<file path="config.mk">
export PLATFORM = sky130hd
export DESIGN_NAME = cascade_updown_counter
export DESIGN_NICKNAME = d
export VERILOG_FILES = /design/src/rtl/cnt_pkg.sv /design/src/rtl/cnt_op_decode.sv /design/src/rtl/cnt_next.sv /design/src/rtl/cnt_term.sv /design/src/rtl/cascade_updown_counter.sv
export SDC_FILE = /design/constraint.sdc
export NUM_CORES = 1
export LEC_CHECK = 0
export CAP_MARGIN = 20
export CORE_AREA = 2 2 39 41
export CTS_BUF_LIST = sky130_fd_sc_hd__clkbuf_2
export CTS_CLUSTER_SIZE = 24
export DETAILED_ROUTE_END_ITERATION = 8
export DIE_AREA = 0 0 41 43
export SYNTH_ARGS = -nofsm -noshare
export SYNTH_HDL_FRONTEND = slang
export SYNTH_SLANG_ARGS = --single-unit
</file>
<file path="constraint.sdc">
create_clock -name clk -period 3 [get_ports clk]
set_clock_uncertainty 0.1 [all_clocks]
set_input_delay 0.45 -clock clk [delete_from_list [all_inputs] [get_ports clk]]
set_output_delay 0.45 -clock clk [all_outputs]
set_load 0.05 [all_outputs]
</file>
<file path="src/rtl/cnt_pkg.sv">
package cnt_pkg;
   typedef enum logic [1:0] {
      OP_HOLD  = 2'd0,
      OP_STEP  = 2'd1,
      OP_LOAD  = 2'd2,
      OP_CLEAR = 2'd3
   } cnt_op_e;
endpackage

</file>
<file path="src/rtl/cnt_op_decode.sv">
module cnt_op_decode
   import cnt_pkg::*;
(
   input  logic    rst,
   input  logic    load_n,
   input  logic    en_p_n,
   input  logic    en_t_n,
   output cnt_op_e op
);
   // fixed priority: clear, then preset, then step when both enables are low
   always_comb begin
      if (rst)                      op = OP_CLEAR;
      else if (!load_n)             op = OP_LOAD;
      else if (!en_p_n && !en_t_n)  op = OP_STEP;
      else                          op = OP_HOLD;
   end
endmodule

</file>
<file path="src/rtl/cnt_next.sv">
module cnt_next #(
   parameter int WIDTH      = 4,
   parameter int NEXT_STYLE = 1   // 0: adder/subtractor, 1: per-bit toggle chain
) (
   input  logic [WIDTH-1:0] cur,
   input  logic             dir_up,
   output logic [WIDTH-1:0] nxt
);
   if (NEXT_STYLE == 0) begin : g_arith
      assign nxt = dir_up ? cur + WIDTH'(1) : cur - WIDTH'(1);
   end else if (NEXT_STYLE == 1) begin : g_toggle
      // bit i flips when every lower bit already sits at the direction's end value
      logic [WIDTH:0] tgl;
      assign tgl[0] = 1'b1;
      for (genvar i = 0; i < WIDTH; i++) begin : g_bit
         assign tgl[i+1] = tgl[i] & ~(cur[i] ^ dir_up);
         assign nxt[i]   = cur[i] ^ tgl[i];
      end
   end else begin : g_bad_style
      $error("cnt_next: NEXT_STYLE must be 0 or 1");
   end
endmodule

</file>
<file path="src/rtl/cnt_term.sv">
module cnt_term #(
   parameter int WIDTH = 4
) (
   input  logic [WIDTH-1:0] cur,
   input  logic             dir_up,
   input  logic             en_t_n,
   output logic             tc_n
);
   logic at_end;
   assign at_end = (cur == {WIDTH{dir_up}});
   assign tc_n   = ~(~en_t_n & at_end);
endmodule

</file>
<file path="src/rtl/cascade_updown_counter.sv">
module cascade_updown_counter
   import cnt_pkg::*;
#(
   parameter int WIDTH      = 4,
   parameter int NEXT_STYLE = 1
) (
   input  logic             clk,
   input  logic             rst,
   input  logic             load_n,
   input  logic             dir_up,
   input  logic             en_p_n,
   input  logic             en_t_n,
   input  logic [WIDTH-1:0] din,
   output logic [WIDTH-1:0] q,
   output logic             tc_n
);
   localparam logic [WIDTH-1:0] ALL_ONES = {WIDTH{1'b1}};

   if (WIDTH < 1) begin : g_bad_width
      $error("cascade_updown_counter: WIDTH must be at least 1");
   end

   cnt_op_e          op;
   logic [WIDTH-1:0] nxt;
   logic [WIDTH-1:0] cnt_q;

   cnt_op_decode u_dec (
      .rst    (rst),
      .load_n (load_n),
      .en_p_n (en_p_n),
      .en_t_n (en_t_n),
      .op     (op)
   );

   cnt_next #(.WIDTH(WIDTH), .NEXT_STYLE(NEXT_STYLE)) u_next (
      .cur    (cnt_q),
      .dir_up (dir_up),
      .nxt    (nxt)
   );

   cnt_term #(.WIDTH(WIDTH)) u_term (
      .cur    (cnt_q),
      .dir_up (dir_up),
      .en_t_n (en_t_n),
      .tc_n   (tc_n)
   );

   always_ff @(posedge clk) begin
      case (op)
         OP_CLEAR: cnt_q <= '0;
         OP_LOAD:  cnt_q <= din;
         OP_STEP:  cnt_q <= nxt;
         default:  cnt_q <= cnt_q;
      endcase
   end

   assign q = cnt_q;

   // the first edge out of reset leaves a zero count
   a_r1_clear: assert property (@(posedge clk) disable iff (rst)
      $past(rst) |-> (q == '0));

   // preset wins over the enables
   a_r2_load: assert property (@(posedge clk) disable iff (rst)
      !load_n |=> (q == $past(din)));

   // up step with wrap
   a_r3_up_step: assert property (@(posedge clk) disable iff (rst)
      (load_n && !en_p_n && !en_t_n && dir_up) |=> (q == $past(q) + WIDTH'(1)));

   // down step with wrap
   a_r4_down_step: assert property (@(posedge clk) disable iff (rst)
      (load_n && !en_p_n && !en_t_n && !dir_up) |=> (q == $past(q) - WIDTH'(1)));

   // any enable high holds the count
   a_r5_hold: assert property (@(posedge clk) disable iff (rst)
      (load_n && (en_p_n || en_t_n)) |=> $stable(q));

   // terminal count only with trickle enable low and the count at its end
   a_r6_tc_gated: assert property (@(posedge clk) disable iff (rst)
      !tc_n |-> (!en_t_n && (dir_up ? (q == ALL_ONES) : (q == '0))));

   // terminal count appears irrespective of the parallel enable and preset
   a_r7_tc_fires: assert property (@(posedge clk) disable iff (rst)
      (!en_t_n && ((dir_up && q == ALL_ONES) || (!dir_up && q == '0))) |-> !tc_n);
endmodule

</file>
## Yosys cells after proc, flatten, opt, wreduce, memory -nomap -nowiden

Index checks and enable logic that the tools add are counted.
W data, S select, Z words.

| word-level totals | value |
|---|---|
| register bits after elaboration | 4 |
| input bits | 10 |

| cells by class | value |
|---|---|
| bitwise gates (word level) | 15 |
| reduce and logical (&&, ||, !) cells | 4 |
| muxes and demuxes | 4 |
| equal/unequal tests | 4 |

Operator list:

| operator | number |
|---|---|
| $pmux W4 S3 | 1 |
| $not A1 Y1 | 6 |
| $xor A1 B1 Y1 | 6 |
| $eq A2 B2 Y1 const B | 2 |
| $eq A4 B4 Y1 | 1 |
| $mux W2 | 2 |
| $and A1 B1 Y1 | 3 |
| $reduce_bool A3 Y1 | 1 |
| $eq A2 B1 Y1 const B | 1 |
| $logic_not A1 Y1 | 2 |
| $logic_and A1 B1 Y1 | 1 |
| $mux W1 | 1 |

## Depth between registers and ports, before layout

| depth | value |
|---|---|
| word-level depth | 7 |
| gate-level depth with buffers | 3 |

## By module

A second synthesis with hierarchy kept.

| second synthesis, totals | value |
|---|---|
| cells, all modules | 36 |
| area total of the unflattened synthesis | 356.6 sq um |

Modules (own cells, without submodules):

| module | sequential area each (sq um) | instances | cells an instance | area an instance (sq um) |
|---|---|---|---|---|
| cascade_updown_counter | 120.1 | 1 | 18 | 224.0 |
| cnt_next | 0.0 | 1 | 10 | 76.3 |
| cnt_term | 0.0 | 1 | 5 | 38.8 |
| cnt_op_decode | 0.0 | 1 | 3 | 17.5 |

## Worst setup path before layout

OpenSTA, ideal clock, no wires.

| timing | value |
|---|---|
| path type | reg2out |
| from | reg cnt_q[1], in the netlist q[1] |
| to | out tc_n |
| stages on the path, launching flop included | 3 |
| required time | 2450 ps |
| data arrival time | 2044 ps |
| path buffers | 0 |
| slack | 406 ps |
| cells stage by stage | edfxtp_1 -> and4_4 -> o21ai_0 |

| between the ends | value |
|---|---|
| longest elaborated chain between the ends | 3 |

Ends and longest elaborated chain:

| what | RTL line | source |
|---|---|---|
| start: declaration | cascade_updown_counter.sv:25 | `logic [WIDTH-1:0] cnt_q;` |
| start signal: assignment | cascade_updown_counter.sv:51 | `OP_LOAD: cnt_q <= din;` |
| start signal: assignment | cascade_updown_counter.sv:52 | `OP_STEP: cnt_q <= nxt;` |
| start signal: assignment | cascade_updown_counter.sv:53 | `default: cnt_q <= cnt_q;` |
| $eq A4 B4 Y1 | cnt_term.sv:10 | `assign at_end = (cur == {WIDTH{dir_up}});` |
| $and A1 B1 Y1 | cnt_term.sv:11 | `assign tc_n = ~(~en_t_n & at_end);` |
| $not A1 Y1 | cnt_term.sv:11 |  |
| end: declaration | cascade_updown_counter.sv:15 | `output logic tc_n` |

No other way between the ends.

## Final worst setup path

| timing | value |
|---|---|
| from | in dir_up |
| to | out tc_n |

| between the ends | value |
|---|---|
| longest elaborated chain between the ends | 3 |

Ends and longest elaborated chain:

| what | RTL line | source |
|---|---|---|
| start: declaration | cascade_updown_counter.sv:10 | `input logic dir_up,` |
| $eq A4 B4 Y1 | cnt_term.sv:10 |  |
| $and A1 B1 Y1 | cnt_term.sv:11 |  |
| $not A1 Y1 | cnt_term.sv:11 |  |

No other way between the ends.

==> impl_results.md <==
* Vias in the first global route at about 290
* Port Buf Inserts at 14
* H-tree depth at 1
* Crit path launch type: input port
* Slew headroom at 0.460
* Net Count, Synth at 37
* Filler cell count at ~150
* CTS max path bufs at 2
* Final Util at 0.321
* Least-Margin Pin Slew at 799 ps
* CTS hold repair buffers at 0
* Max reg flops at 4
* Final Power at around 0.18 mW
* FF+latch count, synth at 4
* Worst VDD drop at 0.125 mV
* Synth top area share at 0.442
* Post-route DRC at 0
* Largest net degree at the start of global routing at 8
* CTS buffer count at 3
* Crit path arrival time at between 1500 and 2000 ps
* Routed WL at ~650 um
* Clock transition at path regs at approximately 50 ps
* CP required at 2450 ps
* CP Class: in2out
* Area leader, netlist: edfxtp_1
* Area of the multi-input gates at about 150 sq um
* Slew Viols, Final at 0
* Power per cell area at ~410 mW/mm^2
* Antenna violations before repair at 0
* Post-DRT Antenna Nets at 0
* Synth-to-Final Area Change at 63.6%
* Hold crit path type: reg2reg
* Netlist cell types at 16
* CP Cell Sequence: clkdlybuf4s50_1, nor4_1, o21ai_0, buf_4
* Postcts setup bufs at 0
* CP Max Fanout at 6
* Post-CTS Resized at 0
* Drt wl/cell at about 11 um
* Leak at around 0.16 nW
* Setup crit end kind: output pin
* Setup TNS Final at 0 ps
* Total clock sinks at 4
* WP buf/inv at 2
* Die footprint at between 0.0015 and 0.002 sq mm
* Drt pass-1 iters at 4
* First-pass GRT wire length at 1.13 mm
* Drt initial violations at 6
* RSZ-0062 raised after global routing: no
* Status: finished, final reports clean
* Flop-to-flop setup slack at 1330 ps
* Core Box Area at 0.00138 sq mm
* Final worst-path cycle share at 0.761
* Syn Area/Cell at around 10 sq um
* Hold Fails Final Rpt at 0
* Cell Area, Synth at ~270 sq um
* Syn Inst Count at 27
* Area contributors post-synth: edfxtp_1, o21ai_0, a32o_1, xor2_1, or3_1
* Layout cells sized above 1 at 0.114
* Minimum clock period at about 2300 ps
* Most common cell after layout, fill and taps aside: clkdlybuf4s50_1
* Placer Congestion at just under 0.7
* Max Fclk at ~0.44 GHz
* Synth warn at 0
* Root Buffer: clkbuf_2
* Die Y at approximately 43 um
* Ant diodes at 0
* Final-report setup violation count at 0
* # Max-Cap Violations at 0
* Seq/Total Area, Yosys at 0.442
* Ports at 15
* Max stage delay cell, worst path: clkdlybuf4s50_1
* Via density at ~4.7
* Core Rows at 14
* Die width at 41 um
* GRT Overall Usage at 0.0999
* Fin nets at 56
* Grt ovf at 0
* Vias at between 200 and 300
* Register area at 120 sq um
* Clk Latency, worst-skew pair at 200 ps
* Delay-heaviest family, CP: buffers and inverters
* Design area at between 400 and 500 sq um
* Most frequent cells in the layout: clkdlybuf4s50_1, o21ai_0, edfxtp_1, clkbuf_2
* Starting Density at 0.196
* Max incr delay on CP at between 500 and 600 ps
* Placed inst area at roughly 430 sq um
* CTS tree: built
## power breakdown
part	leakage (nW)	internal, mW	switching [mW]	total [mW]
combinational	0.106	0.0282	0.0330	0.0612
clock	0.0125	0.0269	0.0214	0.0483
sequential	0.0447	0.0677	0.00635	0.0740
## worst paths after layout
kind | start | endpoint | cells after the start
max | dir_up | tc_n | 4
min | q[0] | q[0] | 1
max reg2reg | q[0] | q[3] | 3
min reg2reg | q[0] | q[0] | 1
## routing by layer
metal  track usage  vias to the layer above  share of wire
li1              -                      144              -
met1         0.118                      128           0.42
met2         0.141                       10           0.51
met3        0.0471                        0          0.075
met4        0.0600                        0              0
met5             0                        -              0
## area by class of cell
cell class | instances | area share
Inverter | 1 | 0.00845
Multi-Input combinational cell | 22 | 0.332
Clock buffer | 3 | 0.0338
Sequential cell | 4 | 0.270
Tap cell | 16 | 0.0451
Timing Repair Buffer | 14 | 0.310
## Yosys cell counts (all sizes together)
master / instances
o21ai: 5
edfxtp: 4
a32o: 2
nor2: 2
or3: 2
xor2: 2
a22o: 1
and3: 1
and4: 1
inv: 1
nand2: 1
nor2b: 1
nor3: 1
nor4: 1
nor4b: 1
xnor2: 1
## cell families after synthesis
kind of cell	share of synthesized area
simple gates	0.249
compound gates	0.198
flops	0.442
xor+xnor	0.0968
buf+inv	0.0138
## stage by stage
step,hold slack [ps],std cells,setup slack [ps]
floorplan,537,27,406
global placement,635,57,762
detailed placement,634,57,731
CTS,648,60,729
global route,714,60,560
finish,646,60,718
No activity file was read; power rests on OpenSTA's default activity.
